## src/rtl/pwm_od_pkg.sv

```systemverilog
package pwm_od_pkg;

  localparam int unsigned DATA_W  = 8;
  localparam int unsigned CNT_MAX = (1 << DATA_W) - 1;

  // Low phase covers counter values 0..duty, i.e. duty+1 ticks; duty 0 never low.
  function automatic logic in_low_phase(input logic [DATA_W-1:0] duty,
                                        input logic [DATA_W-1:0] cnt);
    return (duty != '0) && (cnt <= duty);
  endfunction

endpackage

```

## src/rtl/pwm_od_timebase.sv

```systemverilog
module pwm_od_timebase
  import pwm_od_pkg::*;
#(
  parameter int unsigned PRESCALE = 16
) (
  input  logic              clk,
  input  logic              rst,
  output logic              tick_o,
  output logic              wrap_o,
  output logic [DATA_W-1:0] cnt_o
);

  localparam int unsigned PRE_W = (PRESCALE > 1) ? $clog2(PRESCALE) : 1;

  logic [PRE_W-1:0]  pre_q;
  logic [DATA_W-1:0] cnt_q;

  assign tick_o = (pre_q == PRE_W'(PRESCALE - 1));
  assign wrap_o = tick_o && (cnt_q == DATA_W'(CNT_MAX));
  assign cnt_o  = cnt_q;

  always_ff @(posedge clk) begin
    if (rst) begin
      pre_q <= '0;
    end else if (tick_o) begin
      pre_q <= '0;
    end else begin
      pre_q <= pre_q + 1'b1;
    end
  end

  always_ff @(posedge clk) begin
    if (rst) begin
      cnt_q <= '0;
    end else if (tick_o) begin
      cnt_q <= cnt_q + 1'b1;
    end
  end

endmodule

```

## src/rtl/pwm_od_regs.sv

```systemverilog
module pwm_od_regs
  import pwm_od_pkg::*;
#(
  parameter int unsigned NUM_CH  = 7,
  parameter int unsigned PU_SPLIT = 3,
  parameter int unsigned PU_A_LSB = 5,
  parameter int unsigned ADDR_W  = 4
) (
  input  logic                          clk,
  input  logic                          rst,
  input  logic                          wr_en,
  input  logic [ADDR_W-1:0]             wr_addr,
  input  logic [DATA_W-1:0]             wr_data,
  output logic [NUM_CH-1:0][DATA_W-1:0] shadow_o,
  output logic [NUM_CH-1:0]             pullup_o
);

  localparam logic [ADDR_W-1:0] PU_A_ADDR = ADDR_W'(NUM_CH);
  localparam logic [ADDR_W-1:0] PU_B_ADDR = ADDR_W'(NUM_CH + 1);

  logic pu_a_wr;
  logic pu_b_wr;

  assign pu_a_wr = wr_en && (wr_addr == PU_A_ADDR);
  assign pu_b_wr = wr_en && (wr_addr == PU_B_ADDR);

  for (genvar ch = 0; ch < NUM_CH; ch++) begin : g_ch
    always_ff @(posedge clk) begin
      if (rst) begin
        shadow_o[ch] <= '0;
      end else if (wr_en && (wr_addr == ADDR_W'(ch))) begin
        shadow_o[ch] <= wr_data;
      end
    end

    if (ch < PU_SPLIT) begin : g_pu_a
      always_ff @(posedge clk) begin
        if (rst) begin
          pullup_o[ch] <= 1'b0;
        end else if (pu_a_wr) begin
          pullup_o[ch] <= wr_data[PU_A_LSB + ch];
        end
      end
    end else begin : g_pu_b
      always_ff @(posedge clk) begin
        if (rst) begin
          pullup_o[ch] <= 1'b0;
        end else if (pu_b_wr) begin
          pullup_o[ch] <= wr_data[ch - PU_SPLIT];
        end
      end
    end
  end

endmodule

```

## src/rtl/pwm_od_channel.sv

```systemverilog
module pwm_od_channel
  import pwm_od_pkg::*;
(
  input  logic              clk,
  input  logic              rst,
  input  logic              wrap_i,
  input  logic [DATA_W-1:0] shadow_i,
  input  logic [DATA_W-1:0] cnt_i,
  output logic [DATA_W-1:0] active_o,
  output logic              drv_low_o
);

  always_ff @(posedge clk) begin
    if (rst) begin
      active_o <= '0;
    end else if (wrap_i) begin
      active_o <= shadow_i;
    end
  end

  assign drv_low_o = in_low_phase(active_o, cnt_i);

endmodule

```

## src/rtl/pwm_od_multi.sv

```systemverilog
module pwm_od_multi
  import pwm_od_pkg::*;
#(
  parameter  int unsigned NUM_CH   = 7,
  parameter  int unsigned PRESCALE = 16,
  parameter  int unsigned PU_SPLIT = 3,
  parameter  int unsigned PU_A_LSB = 5,
  localparam int unsigned ADDR_W   = $clog2(NUM_CH + 2)
) (
  input  logic              clk,
  input  logic              rst,
  input  logic              wr_en,
  input  logic [ADDR_W-1:0] wr_addr,
  input  logic [DATA_W-1:0] wr_data,
  output logic [NUM_CH-1:0] drv_low_o,
  output logic [NUM_CH-1:0] pullup_en_o
);

  // Named internal events, also observed by the bound checker.
  logic                          tb_tick;
  logic                          tb_wrap;
  logic [DATA_W-1:0]             tb_cnt;
  logic [NUM_CH-1:0][DATA_W-1:0] duty_shadow;
  logic [NUM_CH-1:0][DATA_W-1:0] duty_active;

  pwm_od_timebase #(.PRESCALE(PRESCALE)) u_timebase (
    .clk    (clk),
    .rst    (rst),
    .tick_o (tb_tick),
    .wrap_o (tb_wrap),
    .cnt_o  (tb_cnt)
  );

  pwm_od_regs #(
    .NUM_CH   (NUM_CH),
    .PU_SPLIT (PU_SPLIT),
    .PU_A_LSB (PU_A_LSB),
    .ADDR_W   (ADDR_W)
  ) u_regs (
    .clk      (clk),
    .rst      (rst),
    .wr_en    (wr_en),
    .wr_addr  (wr_addr),
    .wr_data  (wr_data),
    .shadow_o (duty_shadow),
    .pullup_o (pullup_en_o)
  );

  for (genvar ch = 0; ch < NUM_CH; ch++) begin : g_chan
    pwm_od_channel u_chan (
      .clk       (clk),
      .rst       (rst),
      .wrap_i    (tb_wrap),
      .shadow_i  (duty_shadow[ch]),
      .cnt_i     (tb_cnt),
      .active_o  (duty_active[ch]),
      .drv_low_o (drv_low_o[ch])
    );
  end

endmodule

```

## config.mk

```make
export PLATFORM = sky130hd
export DESIGN_NAME = pwm_od_multi
export DESIGN_NICKNAME = d
export VERILOG_FILES = /design/src/rtl/pwm_od_pkg.sv /design/src/rtl/pwm_od_timebase.sv /design/src/rtl/pwm_od_regs.sv /design/src/rtl/pwm_od_channel.sv /design/src/rtl/pwm_od_multi.sv
export SDC_FILE = /design/constraint.sdc
export NUM_CORES = 1
export LEC_CHECK = 0
export CORE_MARGIN = 1.5
export CORE_UTILIZATION = 65
export CTS_CLUSTER_DIAMETER = 60
export CTS_CLUSTER_SIZE = 16
export DETAILED_ROUTE_END_ITERATION = 12
export DONT_BUFFER_PORTS = 1
export PLACE_DENSITY_LB_ADDON = 0.15
export SKIP_CTS_REPAIR_TIMING = 1
export SYNTH_ARGS = -nofsm -noshare
export SYNTH_HDL_FRONTEND = slang
export SYNTH_SLANG_ARGS = --single-unit
```

## constraint.sdc

```tcl
create_clock -name clk -period 5.06 [get_ports clk]
set_input_delay 0.759 -clock clk [delete_from_list [all_inputs] [get_ports clk]]
set_output_delay 0.759 -clock clk [all_outputs]
set_load 0.01 [all_outputs]
```

Yosys cells after proc, flatten, opt, wreduce, memory -nomap -nowiden
Cells that the tools add are included.
W data, S select, Z words.
{"block": "word_totals", "reg_bits": 131, "latchBits": 0, "mem_bits_rw": 0, "romBits": 0, "inputBits": 15, "output_inout_bits": 14, "wordCells": 68, "n_memories": 0}
{"block": "classes", "add_sub_neg": 2, "mul": 0, "n_div": 0, "magnitude_cmp": 7, "n_eq_ne": 10, "shift": 0, "n_mux": 0, "bitwise_logic": 0, "n_reduce_logical": 26}
{"operator": "$le A8 B8 Y1", "n": 7}
{"operator": "$reduce_bool A8 Y1", "n": 7}
{"operator": "$logic_and A1 B1 Y1", "n": 17}
{"operator": "$eq A4 B3 Y1 const B", "n": 4}
{"operator": "$add A8 B1 Y8 const B", "n": 1}
{"operator": "$eq A4 B2 Y1 const B", "n": 2}
{"operator": "$eq A4 B4 Y1 const B", "n": 2}
{"operator": "$eq A8 B8 Y1 const B", "n": 1}
{"operator": "$add A4 B1 Y4 const B", "n": 1}
{"operator": "$eq A4 B1 Y1 const B", "n": 1}
{"operator": "$logic_not A4 Y1", "n": 1}
{"operator": "$reduce_or A2 Y1", "n": 1}

Longest topological paths before layout
{"block": "logic_depth", "word_depth": 2, "mapped_depth": 7, "mapped_depth_nobuf": 6}

Cells and area by module
A second synthesis with hierarchy kept.
{"block": "hier_totals", "hier_cells": 693, "area_unflattened_um2": 6532.5}
{"module": "pwm_od_channel", "n_inst": 7, "cells_per_inst": 58, "area_per_inst_um2": 500.5, "seq_area_each_um2": 160.2}
{"module": "pwm_od_regs", "n_inst": 1, "cells_per_inst": 230, "area_per_inst_um2": 2519.9, "seq_area_each_um2": 1261.2}
{"module": "pwm_od_timebase", "n_inst": 1, "cells_per_inst": 57, "area_per_inst_um2": 509.2, "seq_area_each_um2": 240.2}

Least setup slack after synthesis
Ideal clock, no wire load.
{"block": "synth_timing", "kind": "register to output", "startpoint": "register u_timebase.cnt_q[3], in the netlist u_timebase.cnt_o[3]", "endpoint": "output drv_low_o[2]", "t_arrival_ns": 1.395, "required_ns": 4.301, "slack_ns": 2.906, "path_stages_with_launch": 7, "path_buffers": 1, "cell_sequence": "dfxtp_1 > ha_1 > nand4_1 > nand2b_1 > a21o_1 > and3_1 > buf_4"}
{"block": "synth_between", "elab_chain_len": 2}
{"element": "start: declaration", "line": "pwm_od_timebase.sv:16", "source": "logic [DATA_W-1:0] cnt_q;"}
{"element": "start signal: assignment", "line": "pwm_od_timebase.sv:36", "source": "cnt_q <= cnt_q + 1'b1;"}
{"element": "$le A8 B8 Y1", "line": "pwm_od_pkg.sv:9", "source": "return (duty != '0) && (cnt <= duty);"}
{"element": "$logic_and A1 B1 Y1", "line": "pwm_od_pkg.sv:9"}
{"element": "end: declaration", "line": "pwm_od_multi.sv:15", "source": "output logic [NUM_CH-1:0] drv_low_o,"}
No other way between the ends.

Worst setup path in the final report
{"block": "layout_timing", "startpoint": "register u_timebase.cnt_q[3], in the netlist u_timebase.cnt_o[3]", "endpoint": "output drv_low_o[0]"}
The elaborated chain is that of the path after synthesis.

==> impl_metrics.json <==
{
  "min_from": "rst",
  "clock.fmax_ghz": 0.334,
  "p_clk_share_pct": 52.7,
  "n_antenna_cell": 0,
  "r2r_start": "u_timebase.cnt_o[1]",
  "static-leakage-power_nw": 3.27,
  "finalHoldViolations": 0,
  "fin_crit_sh_pct": 59.2,
  "dp.cells": 783,
  "grt_use_total_pct": 30.0,
  "viasPerCell": 5.76,
  "area_delta_synth_final_pct": 8.47,
  "drive_gt1_share_pct": 5.25,
  "power_density_nw_per_um2": 329,
  "synth.ff_latch_count": 131,
  "ys_warn_count": 0,
  "status": "finished, final reports clean",
  "firstDrtPassIters": 4,
  "endpoint_kind": "primary output",
  "gp_congestion": 0.832,
  "routed_wl_mm": 14.4,
  "crit_fanout": 14,
  "drt_iter0_drc": 211,
  "comb_power_share_pct": 1.2,
  "cts_tree": "yes",
  "layout_commonest_cell": "dfxtp_1",
  "syn_area_per_cell_um2": 9.19,
  "die_w_um": 102,
  "cap_violations": 0,
  "grt_pass1_wl_mm": 23.4,
  "synth_cell_type_count": 29,
  "num_rows": 35,
  "gr-usage-met3_pct": 8.82,
  "core_area_um2": 9370,
  "setup-tns-final_ns": 0,
  "fin_util_pct": 73.7,
  "arrival_ns": 2.24,
  "seq_area_frac_synth_pct": 41.2,
  "syn-cell-area_um2": 6370,
  "crit_start": "u_timebase.cnt_o[3]",
  "met1_usage_pct": 37.6,
  "max_slew_margin_pct": 33.9,
  "ant_nets": 0,
  "grt_max_degree": 132,
  "worst_slew_pin_slew_ns": 0.991,
  "layout_common_cells": "dfxtp_1 (131), nor2_1 (120), mux2i_1 (111)",
  "clock_sinks": 131,
  "pwr-share-seq_pct": 46.1,
  "dpl.hpwl_mm": 9.26,
  "cts_root_buf": "clkbuf_8",
  "r2r_cells": 6,
  "top_usage_layer": "met2",
  "post_drt_wl_per_cell_um": 17.6,
  "dieArea_um2": 10400,
  "maxSlewViolCount": 0,
  "fin_cells": 815,
  "p_int_mw": 1.80,
  "fin_total_pwr_mw": 2.27,
  "clockBufferDepth": 2,
  "rsz0062_at_grt": "false",
  "cts_buffers": 17,
  "initial_utilization_pct": 67.9,
  "grt_pass1_vias": 4783,
  "fin_skew_ns": 0.00450,
  "finalSetupViolations": 0,
  "vias": 4697,
  "grt_overflow_total": 0,
  "whs_ns": 0.303,
  "switching_share_pct": 20.9,
  "htreeDepth": 4,
  "io_buffers": 0,
  "required_ns": 4.30,
  "min_period_ns": 3.00,
  "cp-start-kind": "flop",
  "antenna_found_initial": 0,
  "drc": 0,
  "hold_end": "u_regs.shadow_o[38]",
  "use_met2_pct": 48.7,
  "rr_endpoint": "g_chan[1].u_chan.active_o[1]",
  "num_io_pins": 29,
  "min_path_type": "in2reg",
  "nets": 746,
  "p_switching_mw": 0.475,
  "clk_latency_ns": 0.52,
  "syn_inst": 693,
  "min_path_cells": 1,
  "clkTransAtPathRegs_ns": 0.06,
  "syn-num-nets": 766,
  "peakVddDrop_mv": 0.270,
  "die_h_um": 102,
  "r2r_setup_slack_ns": 2.71,
  "crit_type": "reg2out"
}
[routing by layer]
metal | part of all wire [%] | up-vias
li1 | - | 2318
met1 | 42 | 2238
met2 | 48 | 115
met3 | 7.9 | 26
met4 | 2.0 | 0
met5 | 0 | -
[synth_stat cells]
cell      instances  area [um^2]
dfxtp_1         131         2620
nor2_1          120          450
mux2i_1         111         1110
ha_1             58          726
inv_1            51          191
a21oi_1          33          165
nand2_1          27          101
clkbuf_1         22         82.6
nand4_1          16          100
o21ai_0          16         80.1
nor4_1           14         87.6
nand3_1          12         60.1
and3_1           10         62.6
buf_2             9         45.0
nand2b_1          8         50.1
a21o_1            7         52.6
buf_4             7         52.6
nor2b_1           7         43.8
o211ai_1          7         52.6
buf_6             5         56.3
xnor2_1           5         43.8
nor3b_1           4         30.0
nand3b_1          3         22.5
nor3_1            3         15.0
nand4b_1          2         17.5
xor2_1            2         17.5
and4_1            1         8.76
and4_4            1         11.3
or3_1             1         6.26
[worst max-delay path, cell delays in order, from the launching register on]
cell and delay, ns:
dfxtp_1 0.75, ha_1 0.38, nand4_1 0.14, nand2b_1 0.08
a21o_1 0.15, and3_1 0.21
[per-stage QoR]
step | worst slack [ns] | instance area (um^2)
2_1_floorplan | 2.91 | 6370
3_3_place_gp | 2.68 | 6320
3_5_place_dp | 2.64 | 6320
4_1_cts | 2.08 | 6910
5_1_grt | 1.97 | 6910
6_report | 2.06 | 6910
[cell type report]
type | count | area, um^2
clock buffers | 21 | 459
clock inverters | 11 | 125
fillers | 735 | 2470
inverters | 51 | 191
multi-input cells | 468 | 3320
flip-flops and latches | 131 | 2620
well taps | 129 | 161
repair buffers | 4 | 30.0
[flip-flops by register name, indices dropped and copies added, names as in the netlist]
name / flops
g_chan.u_chan.active_o: 56
u_regs.pullup_o: 7
u_regs.shadow_o: 56
u_timebase.cnt_o: 8
u_timebase.pre_q: 4
[kinds of logic after synthesis]
| logic type | synth area share, % |
|---|---|
| compound gates | 5.50 |
| simple gates | 16.8 |
| fa+ha+maj | 11.4 |
| buf+inv | 6.72 |
| xor+xnor | 0.963 |
| mux | 17.5 |
| flops | 41.2 |
[power by group through the flow]
stage                     Clock, mW  Sequential, mW  Combinational (mW)
after global placement            0            1.07              0.0254
after global routing           1.26            1.05              0.0299
after floorplan                   0            1.07              0.0417
after detailed placement          0            1.07              0.0266
after CTS                      1.21            1.05              0.0273
final                          1.20            1.05              0.0269
[worst max path at each step]
stage	to	depth (start not counted)	slack, ns
2_1_floorplan	drv_low_o[2]	6	2.91
3_3_place_gp	drv_low_o[4]	5	2.68
3_5_place_dp	drv_low_o[0]	5	2.64
4_1_cts	drv_low_o[0]	5	2.08
5_1_grt	drv_low_o[4]	5	1.97
6_report	drv_low_o[0]	5	2.06
Note: power is estimated with default switching activity, not from simulation.
